--- config.mk ---
export PLATFORM = sky130hd
export DESIGN_NAME = gpio_port_irq_router
export DESIGN_NICKNAME = d
export VERILOG_FILES = /design/src/rtl/gpio_rt_pkg.sv /design/src/rtl/gpio_rt_lock_fsm.sv /design/src/rtl/gpio_rt_mask_bank.sv /design/src/rtl/gpio_rt_status.sv /design/src/rtl/gpio_port_irq_router.sv
export SDC_FILE = /design/constraint.sdc
export NUM_CORES = 1
export LEC_CHECK = 0
export BUFFER_PORTS_ARGS = -buffer_cell sky130_fd_sc_hd__buf_2
export CORE_MARGIN = 3
export CORE_UTILIZATION = 50
export DETAILED_ROUTE_END_ITERATION = 10
export HOLD_SLACK_MARGIN = 0.1
export PLACE_DENSITY = 0.71
export RECOVER_POWER = 25
export SLEW_MARGIN = 20
export SYNTH_ARGS = -nofsm -noshare
export SYNTH_HDL_FRONTEND = slang
export SYNTH_SLANG_ARGS = --single-unit
--- constraint.sdc ---
create_clock -name clk -period 4.25 [get_ports clk]
set_input_delay 0.6375 -clock clk [delete_from_list [all_inputs] [get_ports clk]]
set_output_delay 0.6375 -clock clk [all_outputs]
set_load 0.05 [all_outputs]
--- src/rtl/gpio_rt_pkg.sv ---
package gpio_rt_pkg;
    localparam int PINS_MAX        = 8;
    localparam int ROUTES          = 8;
    localparam int SCR_OFS         = 'h00C;
    localparam int MAP_BASE        = 'h014;
    localparam int MAP_PORT_STRIDE = 'h020;
    localparam int REG_STEP        = 4;
    localparam int STAT_BASE       = 'h100;
    localparam int WLOCK_BIT       = 28;
    localparam int RLOCK_BIT       = 27;

    typedef enum logic [2:0] {
        ST_INIT   = 3'd0,
        ST_OPEN   = 3'd1,
        ST_WLOCK  = 3'd2,
        ST_RLOCK  = 3'd3,
        ST_SEALED = 3'd4
    } rt_state_e;
endpackage

--- src/rtl/gpio_rt_lock_fsm.sv ---
module gpio_rt_lock_fsm
    import gpio_rt_pkg::*;
#(
    parameter int NROUTES = ROUTES,
    parameter int IDX_W   = $clog2(NROUTES)
) (
    input  logic             clk,
    input  logic             rst_n,
    input  logic             scr_wr,
    input  logic             set_w,
    input  logic             set_r,
    output logic             init_we,
    output logic [IDX_W-1:0] init_idx,
    output logic             map_open,
    output logic             wlock,
    output logic             rlock
);
    localparam logic [IDX_W-1:0] LAST_IDX = IDX_W'(NROUTES - 1);

    rt_state_e        state_q, state_d;
    logic [IDX_W-1:0] idx_q;

    always_ff @(posedge clk or negedge rst_n) begin
        if (!rst_n) begin
            state_q <= ST_INIT;
            idx_q   <= '0;
        end else begin
            state_q <= state_d;
            if (state_q == ST_INIT) idx_q <= idx_q + 1'b1;
        end
    end

    always_comb begin
        state_d = state_q;
        unique case (state_q)
            ST_INIT: begin
                if (idx_q == LAST_IDX) state_d = ST_OPEN;
            end
            ST_OPEN: begin
                if (scr_wr) begin
                    if (set_w && set_r) state_d = ST_SEALED;
                    else if (set_w)     state_d = ST_WLOCK;
                    else if (set_r)     state_d = ST_RLOCK;
                end
            end
            ST_WLOCK: begin
                if (scr_wr && set_r) state_d = ST_SEALED;
            end
            ST_RLOCK: begin
                if (scr_wr && set_w) state_d = ST_SEALED;
            end
            ST_SEALED: state_d = ST_SEALED;
            default:   state_d = ST_INIT;
        endcase
    end

    always_comb begin
        init_we  = 1'b0;
        map_open = 1'b0;
        wlock    = 1'b0;
        rlock    = 1'b0;
        unique case (state_q)
            ST_INIT:   init_we  = 1'b1;
            ST_OPEN:   map_open = 1'b1;
            ST_WLOCK:  wlock    = 1'b1;
            ST_RLOCK:  rlock    = 1'b1;
            ST_SEALED: begin
                wlock = 1'b1;
                rlock = 1'b1;
            end
            default: init_we = 1'b0;
        endcase
    end

    assign init_idx = idx_q;

    assert_wlock_sticky_R3: assert property (@(posedge clk) disable iff (!rst_n)
        wlock |=> wlock);
    assert_rlock_sticky_R3: assert property (@(posedge clk) disable iff (!rst_n)
        rlock |=> rlock);
    assert_init_unlocked_R1: assert property (@(posedge clk) disable iff (!rst_n)
        init_we |-> (!wlock && !rlock && !map_open));
endmodule

--- src/rtl/gpio_rt_mask_bank.sv ---
module gpio_rt_mask_bank #(
    parameter int NROUTES = 8,
    parameter int WIDTH   = 8,
    parameter int IDX_W   = $clog2(NROUTES),
    parameter logic [WIDTH-1:0] DEFAULT_MASK = '1
) (
    input  logic                           clk,
    input  logic                           rst_n,
    input  logic                           init_we,
    input  logic [IDX_W-1:0]               init_idx,
    input  logic                           host_we,
    input  logic [IDX_W-1:0]               host_idx,
    input  logic [WIDTH-1:0]               host_data,
    output logic [NROUTES-1:0][WIDTH-1:0]  masks
);
    for (genvar r = 0; r < NROUTES; r++) begin : g_route
        always_ff @(posedge clk or negedge rst_n) begin
            if (!rst_n) begin
                masks[r] <= '0;
            end else if (init_we && init_idx == IDX_W'(r)) begin
                masks[r] <= DEFAULT_MASK;
            end else if (host_we && host_idx == IDX_W'(r)) begin
                masks[r] <= host_data;
            end
        end
    end

    assert_mask_frozen_R4: assert property (@(posedge clk) disable iff (!rst_n)
        (!init_we && !host_we) |=> $stable(masks));
endmodule

--- src/rtl/gpio_rt_status.sv ---
module gpio_rt_status #(
    parameter int NROUTES = 8,
    parameter int WIDTH   = 8,
    parameter int NPINS   = 8
) (
    input  logic                           clk,
    input  logic                           rst_n,
    input  logic [WIDTH-1:0]               pending,
    input  logic [NROUTES-1:0][WIDTH-1:0]  masks,
    output logic [NROUTES-1:0][WIDTH-1:0]  status_q,
    output logic [NROUTES-1:0]             irq_q
);
    localparam logic [WIDTH-1:0] LIVE = WIDTH'((64'd1 << NPINS) - 64'd1);

    for (genvar r = 0; r < NROUTES; r++) begin : g_route
        logic [WIDTH-1:0] hit;
        assign hit = pending & masks[r] & LIVE;

        always_ff @(posedge clk or negedge rst_n) begin
            if (!rst_n) begin
                status_q[r] <= '0;
                irq_q[r]    <= 1'b0;
            end else begin
                status_q[r] <= hit;
                irq_q[r]    <= |hit;
            end
        end

        if (NPINS < WIDTH) begin : g_top_clear
            assert_top_bits_clear_R7: assert property (@(posedge clk) disable iff (!rst_n)
                status_q[r][WIDTH-1:NPINS] == '0);
        end
    end

    assert_quiet_when_idle_R8: assert property (@(posedge clk) disable iff (!rst_n)
        (pending == '0) |=> (irq_q == '0));
endmodule

--- src/rtl/gpio_port_irq_router.sv ---
module gpio_port_irq_router
    import gpio_rt_pkg::*;
#(
    parameter int NPINS    = 7,
    parameter int PORT_IDX = 0,
    parameter int ADDR_W   = 12,
    parameter int DATA_W   = 32
) (
    input  logic                clk,
    input  logic                rst_n,
    input  logic [PINS_MAX-1:0] pin_pending,
    input  logic                reg_wr,
    input  logic [ADDR_W-1:0]   reg_addr,
    input  logic [DATA_W-1:0]   reg_wdata,
    output logic [DATA_W-1:0]   reg_rdata,
    output logic [ROUTES-1:0]   route_irq
);
    localparam int IDX_W = $clog2(ROUTES);
    localparam logic [ADDR_W-1:0] SCR_A   = ADDR_W'(SCR_OFS);
    localparam logic [ADDR_W-1:0] MAP_LO  = ADDR_W'(MAP_BASE + PORT_IDX * MAP_PORT_STRIDE);
    localparam logic [ADDR_W-1:0] STAT_LO = ADDR_W'(STAT_BASE);
    localparam logic [ADDR_W-1:0] SPAN    = ADDR_W'(ROUTES * REG_STEP);
    localparam logic [PINS_MAX-1:0] DEF_MASK = PINS_MAX'((64'd1 << NPINS) - 64'd1);

    logic [ADDR_W-1:0] map_off, stat_off;
    logic              scr_hit, map_hit, stat_hit;
    logic [IDX_W-1:0]  map_idx, stat_idx;

    assign map_off  = reg_addr - MAP_LO;
    assign stat_off = reg_addr - STAT_LO;
    assign scr_hit  = (reg_addr == SCR_A);
    assign map_hit  = (reg_addr >= MAP_LO) && (map_off < SPAN) && (map_off[1:0] == 2'b00);
    assign stat_hit = (reg_addr >= STAT_LO) && (stat_off < SPAN) && (stat_off[1:0] == 2'b00);
    assign map_idx  = map_off[IDX_W+1:2];
    assign stat_idx = stat_off[IDX_W+1:2];

    logic             init_we, map_open, wlock, rlock;
    logic [IDX_W-1:0] init_idx;

    gpio_rt_lock_fsm #(.NROUTES(ROUTES), .IDX_W(IDX_W)) u_lock (
        .clk      (clk),
        .rst_n    (rst_n),
        .scr_wr   (reg_wr && scr_hit),
        .set_w    (reg_wdata[WLOCK_BIT]),
        .set_r    (reg_wdata[RLOCK_BIT]),
        .init_we  (init_we),
        .init_idx (init_idx),
        .map_open (map_open),
        .wlock    (wlock),
        .rlock    (rlock)
    );

    logic [ROUTES-1:0][PINS_MAX-1:0] masks;

    gpio_rt_mask_bank #(
        .NROUTES      (ROUTES),
        .WIDTH        (PINS_MAX),
        .IDX_W        (IDX_W),
        .DEFAULT_MASK (DEF_MASK)
    ) u_masks (
        .clk       (clk),
        .rst_n     (rst_n),
        .init_we   (init_we),
        .init_idx  (init_idx),
        .host_we   (reg_wr && map_hit && map_open),
        .host_idx  (map_idx),
        .host_data (reg_wdata[PINS_MAX-1:0]),
        .masks     (masks)
    );

    logic [ROUTES-1:0][PINS_MAX-1:0] status;

    gpio_rt_status #(.NROUTES(ROUTES), .WIDTH(PINS_MAX), .NPINS(NPINS)) u_status (
        .clk      (clk),
        .rst_n    (rst_n),
        .pending  (pin_pending),
        .masks    (masks),
        .status_q (status),
        .irq_q    (route_irq)
    );

    always_comb begin
        reg_rdata = '0;
        if (scr_hit) begin
            reg_rdata[WLOCK_BIT] = wlock;
            reg_rdata[RLOCK_BIT] = rlock;
        end else if (map_hit) begin
            if (!rlock) reg_rdata[PINS_MAX-1:0] = masks[map_idx];
        end else if (stat_hit) begin
            reg_rdata[PINS_MAX-1:0] = status[stat_idx];
        end
    end

    assert_rdlock_hides_map_R5: assert property (@(posedge clk) disable iff (!rst_n)
        (rlock && map_hit) |-> (reg_rdata == '0));
    assert_locked_write_dropped_R4: assert property (@(posedge clk) disable iff (!rst_n)
        (reg_wr && map_hit && (wlock || rlock)) |=> $stable(masks));
endmodule

=== Word-level counts from Yosys, hierarchy flattened ===
Cells that the tools add are included.

* Register bits after elaboration: 134

* Add/subtract/negate cells: 3
* Order comparisons: 6
* Equal/unequal tests: 24
* Muxes and demuxes: 37
* Bitwise operators: 8
* Reduce and logical (&&, ||, !) cells: 50

{| class="wikitable"
|+ Operators by type and width
! cell !! count
|-
| $mux W8 || 22
|-
| $and A7 B7 Y7 || 8
|-
| $reduce_or A7 Y1 || 8
|-
| $bmux W8 S3 || 2
|-
| $eq A3 B3 Y1 const B || 9
|-
| $logic_and A1 B1 Y1 || 26
|-
| $lt A12 B6 Y1 const B || 2
|-
| $mux W3 || 7
|-
| $eq A3 B2 Y1 const B || 6
|-
| $reduce_bool A2 Y1 || 8
|-
| $pmux W3 S5 || 1
|-
| $eq A12 B4 Y1 const B || 1
|-
| $ge A12 B5 Y1 const B || 1
|-
| $ge A12 B9 Y1 const B || 1
|-
| $sub A12 B5 Y12 const B || 1
|-
| $sub A12 B9 Y12 const B || 1
|-
| $eq A3 B1 Y1 const B || 3
|-
| $logic_not A3 Y1 || 3
|-
| $lt A3 B4 Y1 const B || 2
|-
| $ne A2 B1 Y1 const B || 3
|-
| $reduce_and A5 Y1 || 1
|-
| $logic_not A2 Y1 || 2
|-
| $mux W1 || 4
|-
| $ne A4 B3 Y1 const B || 1
|-
| other kinds (4) || 5
|}

=== Depth between registers and ports, before layout ===
Gate-level depths: netlist (run 1).

* Word-level depth: 9
* Gate-level depth with buffers: 9
* Depth with buffers taken out: 7

=== By module ===
A second synthesis (run 1) with hierarchy kept.

* Cells, all modules: 600
* Area total of the unflattened synthesis: 6,982.9 µm²

{| class="wikitable"
|+ Modules (own cells, without submodules)
! module !! instances !! cells each !! area each (µm²) !! sequential area each (µm²)
|-
| gpio_rt_mask_bank || 1 || 277 || 2,777.7 || 1,601.5
|-
| gpio_rt_status || 1 || 159 || 2,287.2 || 1,601.5
|-
| gpio_port_irq_router || 1 || 128 || 1,515.2 || 0.0
|-
| gpio_rt_lock_fsm || 1 || 36 || 402.9 || 150.1
|}

=== Least setup slack after synthesis (run 1) ===
No wires, ideal clock.

* Kind: input to output
* Start point: in reg_addr[2]
* End point: out reg_rdata[6]
* Arrival: 3.511 ns
* Required time: 3.612 ns
* Setup slack: 0.102 ns
* Stages: 9
* Cell sequence: clkbuf_1 -> buf_1 -> inv_1 -> ha_1 -> buf_1 -> clkbuf_1 -> mux4_2 -> mux2i_1 -> o22ai_1

* Cells in the longest elaborated chain, start to end: 7
* Elaborated cells between the ends (all ways): 19

{| class="wikitable"
|+ RTL lines
! item !! line !! source
|-
| start, declared || gpio_port_irq_router.sv:13 || <nowiki>input logic [ADDR_W-1:0] reg_addr,</nowiki>
|-
| $sub A12 B9 Y12 || gpio_port_irq_router.sv:30 || <nowiki>assign stat_off = reg_addr - STAT_LO;</nowiki>
|-
| $lt A12 B6 Y1 || gpio_port_irq_router.sv:33 || <nowiki>assign stat_hit = (reg_addr >= STAT_LO) && (stat_off < SPAN) && (stat_off[1:0] == 2'b00);</nowiki>
|-
| $logic_and A1 B1 Y1 (2 in a row) || gpio_port_irq_router.sv:33 ||
|-
| $mux W8 || gpio_port_irq_router.sv:89 || <nowiki>end else if (stat_hit) begin</nowiki>
|-
| $mux W8 || gpio_port_irq_router.sv:87 || <nowiki>end else if (map_hit) begin</nowiki>
|-
| $mux W8 (*) || gpio_port_irq_router.sv:84 || <nowiki>if (scr_hit) begin</nowiki>
|-
| end, declared || gpio_port_irq_router.sv:15 || <nowiki>output logic [DATA_W-1:0] reg_rdata,</nowiki>
|}

Every way passes the cells marked *; elsewhere a longest branch is shown, timed or not. The select of a mux whose other input is x is not followed.

=== Worst setup path after layout (run 1) ===
* Start point: in reg_addr[2]
* End point: out reg_rdata[2]

Same word-level chain as after synthesis.

==> results of run 1 <==
-- flip-flops by register name, summed over array words and instances (netlist names) --
| name | flops |
|---|---|
| u_status.status_q | 56 |
| u_status.irq_q | 8 |
| u_lock.state_q | 3 |
| u_masks.masks | 64 |
| u_lock.init_idx | 3 |
-- final cells by class --
type / instances / area share (%)
Sequential cell: 134 / 43.1
Multi-Input combinational cell: 430 / 41.7
Clock buffer: 18 / 5.65
Timing Repair Buffer: 54 / 3.78
Tap cell: 176 / 2.83
Clock inverter: 14 / 2.54
Inverter: 6 / 0.290
-- per-stage QoR --
step	util [%]	power [mW]	setup WS (ns)
after floorplan	-	1.51	0.102
after global placement	53.7	1.58	0.687
after detailed placement	53.7	1.59	0.564
after CTS	58.5	3.16	0.564
after global routing	58.5	3.24	0.419
final	58.5	3.14	0.604
-- cell usage after synthesis (all sizes together) (2+ instances only) --
cell | count | share of area, %
a21oi | 5 | 0.37
and2 | 60 | 5.5
buf | 34 | 3.1
clkbuf | 19 | 1.0
dfrtp | 134 | 49
ha | 11 | 2.0
inv | 6 | 0.33
mux2i | 80 | 12
mux4 | 30 | 9.9
nand2 | 20 | 1.1
nand2b | 2 | 0.18
nand3 | 5 | 0.37
nand4 | 8 | 1.5
nor2 | 126 | 6.9
nor2b | 3 | 0.27
nor3 | 4 | 0.29
nor4 | 2 | 0.40
o21ai | 6 | 0.44
o22ai | 7 | 0.64
or2 | 2 | 0.18
or4 | 16 | 1.8
xnor2 | 4 | 0.62
-- worst max-delay path: stages --
cell and delay, ns:
buf_2 0.10, buf_4 0.26, o21ai_0 0.16, nor3b_1 0.20, xnor2_2 0.52, nand4b_1 0.49, o22ai_1 0.33, buf_2 0.30
-- kinds of logic after synthesis --
kind of cell | count (synthesis)
xor gates and xnor gates | 5
adders and majority gates | 11
buffers and inverters | 59
other | 1
muxes | 111
and+or+nand+nor | 256
DFF | 134
AOI/OAI and AO/OA | 25
-- metal layers --
metal	GRT usage (%)	wire [um]
met1	34.2	7830
met2	36.4	7970
met3	3.78	527
met4	6.37	233
met5	0	0
-- power by group through the flow --
| stage | logic [mW] | clock network, mW | registers, mW |
|---|---|---|---|
| after global routing | 0.272 | 1.65 | 1.31 |
| final | 0.250 | 1.58 | 1.31 |
| after detailed placement | 0.253 | 0 | 1.33 |
| after global placement | 0.247 | 0 | 1.33 |
| after floorplan | 0.182 | 0 | 1.33 |
| after CTS | 0.254 | 1.59 | 1.31 |
-- worst min path at each step --
stage / to / slack (ns) / cells past startpoint
after CTS: u_status.status_q[12] / 0.30 / 1
after detailed placement: u_masks.masks[39] / 0.53 / 2
after global routing: u_lock.state_q[0] / 0.51 / 2
final: u_lock.state_q[0] / 0.50 / 2
after global placement: u_masks.masks[31] / 0.51 / 2
after floorplan: u_lock.init_idx[0] / 0.34 / 0
==> results by group, run 1 <==
Yosys
  • Share of synthesized area spent on multiplexers: 21.8%
  • Synthesized area: 6830 um^2
  • Share of flip-flops with an asynchronous set or reset after synthesis: 100%
  • Number of enable-type register cells in the synthesized netlist: 0
  • Synth Area in Compound Gates: 2.25%
  • Mean cell area of the mapped netlist: 11.3 um^2
  • Primary flip-flop cell chosen by synthesis mapping: dfrtp_1
  • Cells after Synth: 602
  • Post-synthesis adder-cell area fraction: 2.02%
  • Simple-gate share of the synthesized area: 19.4%
  • Synth unique cells: 44
  • Sequential-to-total area share from yosys stat: 49.1%
  • Largest family of logic cells by synthesized area: multiplexers
  • Register bit total from synthesis: 134
  • Yosys warnings: 0
  • Post-synthesis xor/xnor area fraction: 0.861%

Placement
  • HPWL after detailed placement: 12,400 um
  • Post-placement cell count: 800
  • Port Buf Inserts: 49
  • Total cell area at the placement stage: 7140 um^2
  • Routability congestion estimate: 0.880

Clock tree
  • Total setup buffers inserted after CTS: 0
  • # resized after CTS: 0
  • Maximum root-to-sink buffer count: 2
  • CTS H-Tree Depth: 4
  • Clk slew on worst S/H paths: 0.05 ns
  • Number of clock buffers inserted by TritonCTS: 17
  • CTS tree: done
  • Cell at the root of the clock tree: clkbuf_16
  • CTS Sinks: 134
  • Insertion delay of the later-clocked pin in the worst-skew pair: 0.42 ns
  • Number of hold buffers added after CTS: 0

Worst setup path
  • CP startpoint kind: input port
  • Critical path endpoint: reg_rdata[2]
  • Required time of the worst setup path: 3.61 ns
  • Register-to-Register Path Depth: 6
  • Crit path max fanout: 14
  • Worst-case register-to-register setup slack: 2.05 ns
  • Capture instance of the worst register-to-register path: u_masks.masks[51]
  • Worst r2r src: u_lock.init_idx[0]
  • Crit. End Element: output pin
  • Source of the critical timing path: reg_addr[2]
  • Data arrival time of the critical path: 3.01 ns
  • Crit Path Category: input port to output pin

Hold path
  • Hold Path Class: input port to flop
  • Startpoint of the lowest-slack hold path: reg_wdata[28]

Power
  • Register share of total power: 41.8%
  • Share of total power in the clock network: 50.2%
  • Portion of total power attributed to combinational logic: 8.0%
  • Highest ir drop seen on vdd: 0.265 mV
  • Areal power density over the cells: 404 nW/um^2
  • Switching component of the power: 746 uW
  • Cell internal pwr: 2.39 mW
  • Standby leakage power: 3.65 nW
  • Switching share of power: 23.8%

Timing
  • Fmax: 274 MHz
  • Time the final worst path needs with I/O delays and setup: 3.65 ns
  • # setup viols final: 0
  • Transition time at the pin with the least slew margin: 3.09 ns
  • RSZ-0062 raised after global routing: no
  • Final Hold Fails: 0
  • Post-route clock skew: 0.00674 ns
  • Worst hold slack: 0.504 ns
  • Setup_tns: 0 ns
  • Tightest slew margin relative to the limit: -106%
  • Number of max-slew violations in the final report: 62
  • Final cycle utilization of the critical path: 85.8%

Outcome
  • Violated checks: capacitance limit, slew limit
  • Status: finished with violations

Floorplanning
  • Die area: 15,100 um^2
  • Core region area: 13,300 um^2
  • Placement Rows: 42
  • Starting Density: 51.3%
  • # IOs: 95
  • Die extent in x: 123 um
  • Vertical die dimension: 123 um

Drt
  • Count of unresolved DRC violations after routing: 0
  • Via Count: 4,628
  • Post-DR vias/cell: 5.56
  • Final wirelength: 16,600 um
  • Detailed router's first-iteration violation count: 390
  • Iteration count of the initial detailed-routing pass: 5
  • Detailed-route wire length per cell: 19.9 um
  • DRT antenna net count: 0

Layout
  • Design Area, Final: 7770 um^2
  • Top library cells by usage in the layout, fill and taps aside: 134 x dfrtp_1, 126 x nor2_1, 80 x mux2i_1
  • Most common cell after layout, fill and taps aside: dfrtp_1
  • Net count, final: 709
  • Non-filler instance count after layout: 832
  • Antenna diode instance count: 0
  • Area used by sequential logic in the layout: 3350 um^2
  • Multi-input combinational cell area: 3240 um^2
  • Share of post-route cells with drive strength above 1: 19.7%
  • # fillers: 1,062
  • Area growth syn-to-layout: 13.8%

GRT
  • Initial antenna violation count: 0
  • Largest net degree at the start of global routing: 74
  • Total gr overflow: 0
  • First-pass GRT wire length: 25,900 um
  • Tot GR Track Use: 23.3%
  • Number of global-route vias before repair: 4,542

Job
  • Max-cap violations: 1
No activity file was read; power rests on OpenSTA's default activity.
==> run 2, diff against run 1 <==
--- a/config.mk
+++ b/config.mk
@@ -5,12 +5,11 @@
 export SDC_FILE = /design/constraint.sdc
 export NUM_CORES = 1
 export LEC_CHECK = 0
-export BUFFER_PORTS_ARGS = -buffer_cell sky130_fd_sc_hd__buf_2
 export CORE_MARGIN = 3
 export CORE_UTILIZATION = 50
 export DETAILED_ROUTE_END_ITERATION = 10
+export DONT_BUFFER_PORTS = 1
 export HOLD_SLACK_MARGIN = 0.1
-export PLACE_DENSITY = 0.71
 export RECOVER_POWER = 25
 export SLEW_MARGIN = 20
 export SYNTH_ARGS = -nofsm -noshare
==> run 2 against run 1 <==
- sequential share of layout area increased by 1.5 points
- register-to-register slack got worse by 0.11 ns
- highest routed layer unchanged
- utilization decreased by 1.9 points
- first-iteration DRC count decreased by 32%
- count of clock-buffer cells in the layout increased by 2
- total power decreased by 5.2%
- final area decreased by 3.3%
- largest cell class unchanged
- the flow still finishes with violations (capacitance limit, slew limit)
- clock power decreased by 7%
==> results by group, run 2 (synthesis gave the netlist of run 1 again) <==
Outcome
  • Status: finished with violations (unchanged)
  • Violated checks: capacitance limit, slew limit (unchanged)

Floorplanning
  • Vertical die dimension: 123 um (unchanged)
  • # IOs: 95 (unchanged)
  • Die area: 15,100 um^2 (unchanged)
  • Starting Density: 51.3% (unchanged)
  • Core region area: 13,300 um^2 (unchanged)
  • Die extent in x: 123 um (unchanged)
  • Placement Rows: 42 (unchanged)

GRT
  • First-pass GRT wire length: 25,000 um (was 25,900 um)
  • Largest net degree at the start of global routing: 135 (was 74)
  • Total gr overflow: 0 (unchanged)
  • Tot GR Track Use: 22.8% (was 23.3%)
  • Initial antenna violation count: 0 (unchanged)
  • Number of global-route vias before repair: 4,282 (was 4,542)

Placement
  • Worst Setup Slack post-DPL: 0.889 ns (was 0.564 ns)
  • HPWL after detailed placement: 12,100 um (was 12,400 um)
  • Total cell area at the placement stage: 6920 um^2 (was 7140 um^2)
  • Port Buf Inserts: 0 (was 49)
  • Post-placement cell count: 756 (was 800)
  • Routability congestion estimate: 0.871 (was 0.880)

Drt
  • Detailed router's first-iteration violation count: 267 (was 390)
  • Post-DR vias/cell: 5.51 (was 5.56)
  • Iteration count of the initial detailed-routing pass: 5 (unchanged)
  • Final wirelength: 16,100 um (was 16,600 um)
  • Count of unresolved DRC violations after routing: 0 (unchanged)
  • DRT antenna net count: 0 (unchanged)
  • Via Count: 4,341 (was 4,628)
  • Detailed-route wire length per cell: 20.4 um (was 19.9 um)

Worst setup path
  • Crit. End Element: output pin (unchanged)
  • Worst-case register-to-register setup slack: 1.94 ns (was 2.05 ns)
  • CP startpoint kind: input port (unchanged)
  • Crit Path Category: input port to output pin (unchanged)
  • Required time of the worst setup path: 3.61 ns (about the same)
  • Data arrival time of the critical path: 2.72 ns (was 3.01 ns)
  • Crit path max fanout: 9 (was 14)

Clock tree
  • CTS Sinks: 134 (unchanged)
  • Clk slew on worst S/H paths: 0.05 ns (about the same)
  • Number of clock buffers inserted by TritonCTS: 17 (unchanged)
  • Insertion delay of the later-clocked pin in the worst-skew pair: 0.42 ns (about the same)
  • Total setup buffers inserted after CTS: 0 (unchanged)
  • CTS H-Tree Depth: 4 (unchanged)
  • CTS tree: done (unchanged)
  • Cell at the root of the clock tree: clkbuf_16 (unchanged)
  • Maximum root-to-sink buffer count: 2 (unchanged)

Timing
  • Tightest slew margin relative to the limit: -115% (was -106%)
  • Setup_tns: 0 ns (unchanged)
  • Fmax: 298 MHz (was 274 MHz)
  • Number of max-slew violations in the final report: 135 (was 62)
  • Time the final worst path needs with I/O delays and setup: 3.36 ns (was 3.65 ns)
  • Final cycle utilization of the critical path: 79.1% (was 85.8%)
  • Post-route clock skew: 0.00629 ns (was 0.00674 ns)
  • Transition time at the pin with the least slew margin: 3.23 ns (was 3.09 ns)
  • RSZ-0062 raised after global routing: no (unchanged)
  • Post-route worst setup slack: 0.890 ns (was 0.604 ns)
  • Final Hold Fails: 0 (unchanged)
  • # setup viols final: 0 (unchanged)

Layout
  • Antenna diode instance count: 0 (unchanged)
  • Design Area, Final: 7520 um^2 (was 7770 um^2)
  • Top library cells by usage in the layout, fill and taps aside: 134 x dfrtp_1, 126 x nor2_1, 80 x mux2i_1 (unchanged)
  • Max reg flops: 64 (unchanged)
  • Largest regs: u_masks.masks: 64 flops, u_status.status_q: 56 flops, u_status.irq_q: 8 flops (unchanged)
  • Register bank with the most flops: u_masks.masks (unchanged)
  • Area growth syn-to-layout: 10.1% (was 13.8%)
  • Core occupancy in the finished layout: 56.5% (was 58.5%)
  • Share of post-route cells with drive strength above 1: 13.7% (was 19.7%)
  • Net count, final: 666 (was 709)
  • Most common cell after layout, fill and taps aside: dfrtp_1 (unchanged)
  • Non-filler instance count after layout: 788 (was 832)

Power
  • Switching share of power: 22.3% (was 23.8%)
  • Areal power density over the cells: 396 nW/um^2 (was 404 nW/um^2)
  • Highest ir drop seen on vdd: 0.249 mV (was 0.265 mV)
  • Cell internal pwr: 2.31 mW (was 2.39 mW)
  • Switching component of the power: 663 uW (was 746 uW)
  • Register share of total power: 44.1% (was 41.8%)
  • Share of total power in the clock network: 49.3% (was 50.2%)
  • Portion of total power attributed to combinational logic: 6.5% (was 8.0%)
  • Standby leakage power: 3.47 nW (was 3.65 nW)

Job
  • Max-cap violations: 1 (unchanged)

Hold path
  • Hold Path Class: input port to flop (unchanged)
## run 2: cell types whose count changed in the layout (fill, tap and decap cells not counted), moves of 2 or more
cell / previous run / this run
and2_0: 59 / 30
inv_6: 3 / 1
and2_1: 1 / 30
buf_4: 4 / 10
buf_2: 48 / 0
## run 2: path summary, 6_finish.rpt
kind,cells past startpoint,from,endpoint
max,6,reg_addr[5],reg_rdata[6]
min,1,reg_wdata[28],u_lock.state_q[0]
max reg2reg,6,u_lock.init_idx[0],u_masks.masks[53]
min reg2reg,2,u_masks.masks[63],u_masks.masks[63]
max in group asynchronous,1,rst_n,u_masks.masks[30]
min in group asynchronous,1,rst_n,u_lock.state_q[0]
## run 2: worst max-delay path, stage by stage
cell and delay [ns]:
or3_1 0.39, nor3b_1 0.36, xnor2_2 0.31, nand4b_1 0.46, o22ai_1 0.33, buf_4 0.24
## run 2: metrics by stage
step	total power [mW]	hold WS (ns)
global placement	1.50	0.346
floorplan	1.51	0.342
global route	3.08	0.320
detailed placement	1.51	0.349
CTS	3.00	0.224
finish	2.97	0.333
## run 2: cell type report
class                           count  area [um^2]
Fill cell                        1090         5780
Sequential cell                   134         3350
Clock inverter                     11          150
Multi-Input combinational cell    430         3240
Clock buffer                       20          447
Timing Repair Buffer               11         80.1
Tap cell                          176          220
Inverter                            6         22.5
## run 2: power groups by stage
| stage | clock, mW | combinational (mW) | sequential, mW |
|---|---|---|---|
| 2_1_floorplan | 0 | 0.182 | 1.33 |
| 3_5_place_dp | 0 | 0.172 | 1.33 |
| 4_1_cts | 1.49 | 0.200 | 1.31 |
| 5_1_grt | 1.55 | 0.212 | 1.31 |
| 6_report | 1.47 | 0.194 | 1.31 |
| 3_3_place_gp | 0 | 0.170 | 1.33 |
## run 2: timing repair
item / 4_1_cts / 5_1_grt
endpoints found under the setup margin: 0 / 0
resized for setup: 0 / 0
hold buffers: 1 / 0
endpoints found under the hold margin: 134 / 0
## run 2: layer usage
layer	share of wire (%)	global-route usage (%)	vias up
met3	4.1	5.25	15
met1	49	34.2	2196
met2	45	33.5	90
li1	-	-	2040
met5	0	0	-
met4	1.0	5.67	0
==> run 3, diff against run 2 <==
--- a/config.mk
+++ b/config.mk
@@ -10,6 +10,7 @@
 export DETAILED_ROUTE_END_ITERATION = 10
 export DONT_BUFFER_PORTS = 1
 export HOLD_SLACK_MARGIN = 0.1
+export PLACE_DENSITY = 0.68
 export RECOVER_POWER = 25
 export SLEW_MARGIN = 20
 export SYNTH_ARGS = -nofsm -noshare
==> constraint.sdc (replaced) <==
create_clock -name clk -period 3 [get_ports clk]
set_input_delay 0.45 -clock clk [delete_from_list [all_inputs] [get_ports clk]]
set_output_delay 0.45 -clock clk [all_outputs]
set_load 0.05 [all_outputs]
==> run 3 against run 2 <==
- the flow finishes with violations (hold timing)
- hold slack worse by 0.60 ns
- register-to-register slack worse by 1.1 ns
- worst setup slack worse by 0.54 ns
- non-clock buffer count is 4 higher
- cell count is 0.63% higher
- largest power group unchanged
- clock skew hardly changed
- count of clock-buffer cells in the layout stayed put
- first-iteration DRC count is 69% higher
- critical path type unchanged
- combinational power is 36% higher
- sequential share of layout area is 1.6 points lower
- via count is 2.8% higher
- sequential cell count stayed put
==> results by group, run 3 (synthesis gave the netlist of run 1 again) <==
Outcome
  • Status: finished with violations (unchanged)
  • Violated checks: hold timing (was capacitance limit, slew limit)

Worst setup path
  • Source of the critical timing path: reg_addr[2] (was reg_addr[5])
  • Crit path max-delay family: multiplexers (was simple AND/OR/NAND/NOR gates)
  • Count of buffering cells on the critical path with inverters included: 3 (was 1)
  • Data arrival time of the critical path: 2.20 ns (was 2.72 ns)
  • Required time of the worst setup path: 2.55 ns (was 3.61 ns)
  • Worst-case register-to-register setup slack: 0.87 ns (was 1.94 ns)
  • Crit path max fanout: 35 (was 9)
  • Cell-by-cell trace of the critical path: inv_2 > ha_1 > buf_4 > mux4_2 > mux2i_1 > o22ai_4 > buf_12 (was or3_1 > nor3b_1 > xnor2_2 > nand4b_1 > o22ai_1 > buf_4)
  • CP startpoint kind: input port (unchanged)
  • Worst r2r src: u_lock.init_idx[0] (unchanged)
  • Crit Path Category: input port to output pin (unchanged)
  • Crit. End Element: output pin (unchanged)
  • Count of cell instances traversed by the critical path: 7 (was 6)
  • Critical-path cell with the highest stage delay: ha_1 (was nand4b_1)
  • Register-to-Register Path Depth: 6 (unchanged)
  • Capture instance of the worst register-to-register path: u_masks.masks[54] (was u_masks.masks[53])
  • Largest stage delay, worst path: 0.38 ns (was 0.46 ns)

Timing
  • Time the final worst path needs with I/O delays and setup: 2.65 ns
  • Setup_tns: 0 ns (unchanged)
  • Worst hold slack: -0.269 ns (was 0.333 ns)
  • Tightest slew margin relative to the limit: 41.0% (was -115%)
  • Number of max-slew violations in the final report: 0 (was 135)
  • RSZ-0062 raised after global routing: no (unchanged)
  • Post-route clock skew: 0.00640 ns (was 0.00629 ns)
  • Post-route worst setup slack: 0.345 ns (was 0.890 ns)
  • # setup viols final: 0 (unchanged)
  • Final cycle utilization of the critical path: 88.5%
  • Transition time at the pin with the least slew margin: 0.881 ns (was 3.23 ns)
  • Final Hold Fails: 134 (was 0)
  • Fmax: 377 MHz

Placement
  • Port Buf Inserts: 0 (unchanged)
  • Post-placement cell count: 761 (was 756)
  • Total cell area at the placement stage: 7200 um^2 (was 6920 um^2)
  • HPWL after detailed placement: 12,000 um (was 12,100 um)
  • Routability congestion estimate: 0.903 (was 0.871)
  • Worst Setup Slack post-DPL: 0.399 ns (was 0.889 ns)

Job
  • Max-cap violations: 0 (was 1)

Drt
  • Final wirelength: 16,200 um (was 16,100 um)
  • Detailed router's first-iteration violation count: 452 (was 267)
  • DRT antenna net count: 0 (unchanged)
  • Detailed-route wire length per cell: 20.4 um (about the same)
  • Post-DR vias/cell: 5.63 (was 5.51)
  • Count of unresolved DRC violations after routing: 0 (unchanged)
  • Via Count: 4,464 (was 4,341)
  • Iteration count of the initial detailed-routing pass: 5 (unchanged)

Floorplanning
  • Placement Rows: 42 (unchanged)
  • Vertical die dimension: 123 um (unchanged)
  • Core region area: 13,300 um^2 (unchanged)
  • # IOs: 95 (unchanged)
  • Die area: 15,100 um^2 (unchanged)
  • Die extent in x: 123 um (unchanged)
  • Starting Density: 51.3% (unchanged)

Layout
  • Top library cells by usage in the layout, fill and taps aside: 134 x dfrtp_1, 125 x nor2_1, 80 x mux2i_1 (was 134 x dfrtp_1, 126 x nor2_1, 80 x mux2i_1)
  • Most common cell after layout, fill and taps aside: dfrtp_1 (unchanged)
  • Antenna diode instance count: 0 (unchanged)
  • Net count, final: 670 (was 666)
  • Core occupancy in the finished layout: 58.6% (was 56.5%)
  • Non-filler instance count after layout: 793 (was 788)
  • Max reg flops: 64 (unchanged)
  • Share of post-route cells with drive strength above 1: 16.9% (was 13.7%)
  • Area growth syn-to-layout: 14.2% (was 10.1%)
  • Register bank with the most flops: u_masks.masks (unchanged)
  • Design Area, Final: 7800 um^2 (was 7520 um^2)
  • Largest regs: u_masks.masks: 64 flops, u_status.status_q: 56 flops, u_status.irq_q: 8 flops (unchanged)

GRT
  • Tot GR Track Use: 22.8% (about the same)
  • Total gr overflow: 0 (unchanged)
  • Initial antenna violation count: 0 (unchanged)
  • First-pass GRT wire length: 25,200 um (was 25,000 um)
  • Number of global-route vias before repair: 4,423 (was 4,282)
  • Largest net degree at the start of global routing: 135 (unchanged)

Clock tree
  • CTS tree: done (unchanged)
  • # resized after CTS: 0 (unchanged)
  • Clk slew on worst S/H paths: 0.05 ns (about the same)
  • Insertion delay of the later-clocked pin in the worst-skew pair: 0.42 ns (about the same)
  • CTS H-Tree Depth: 4 (unchanged)
  • Total setup buffers inserted after CTS: 0 (unchanged)
  • Maximum root-to-sink buffer count: 2 (unchanged)
  • CTS Sinks: 134 (unchanged)
  • Cell at the root of the clock tree: clkbuf_16 (unchanged)
  • Number of clock buffers inserted by TritonCTS: 17 (unchanged)

Power
  • Areal power density over the cells: 540 nW/um^2 (was 396 nW/um^2)
  • Pwr Total: 4.21 mW (was 2.97 mW)
  • Standby leakage power: 3.55 nW (was 3.47 nW)
  • Highest ir drop seen on vdd: 0.367 mV (was 0.249 mV)

Hold path
  • Hold Path Class: input port to asynchronous set/reset pin (was input port to flop)
-- run 3: cell types whose count changed in the layout (fill, tap and decap cells not counted), sizes merged --
cell and delta:
inv +1, clkbuf -1, buf +5
-- run 3: cell type report --
cell class              instances  area [um^2]
well taps                     176          220
inverters                       6         22.5
multi-input cells             430         3400
flip-flops and latches        134         3350
clock inverters                12          151
fillers                      1063         5500
repair buffers                 15          200
clock buffers                  20          447
-- run 3: worst max-delay path by stage --
stage                   endpoint  slack (ns)
global placement    reg_rdata[3]        0.41
finish              reg_rdata[5]        0.35
detailed placement  reg_rdata[6]        0.40
global route        reg_rdata[6]        0.26
CTS                 reg_rdata[5]        0.37
floorplan           reg_rdata[0]       -0.12
-- run 3: where the power goes --
| part | switching, mW | internal, mW |
|---|---|---|
| Clock | 0.762 | 1.33 |
| Combinational | 0.152 | 0.112 |
| Sequential | 0.0130 | 1.85 |
| Total | 0.927 | 3.29 |
-- run 3: layer usage --
metal / part of all wire (%) / track usage (%) / vias up
met3: 5.1 / 4.93 / 17
met4: 1.6 / 6.72 / 0
met2: 48 / 35.9 / 136
met5: 0 / 0 / -
met1: 45 / 32.1 / 2258
li1: - / - / 2053
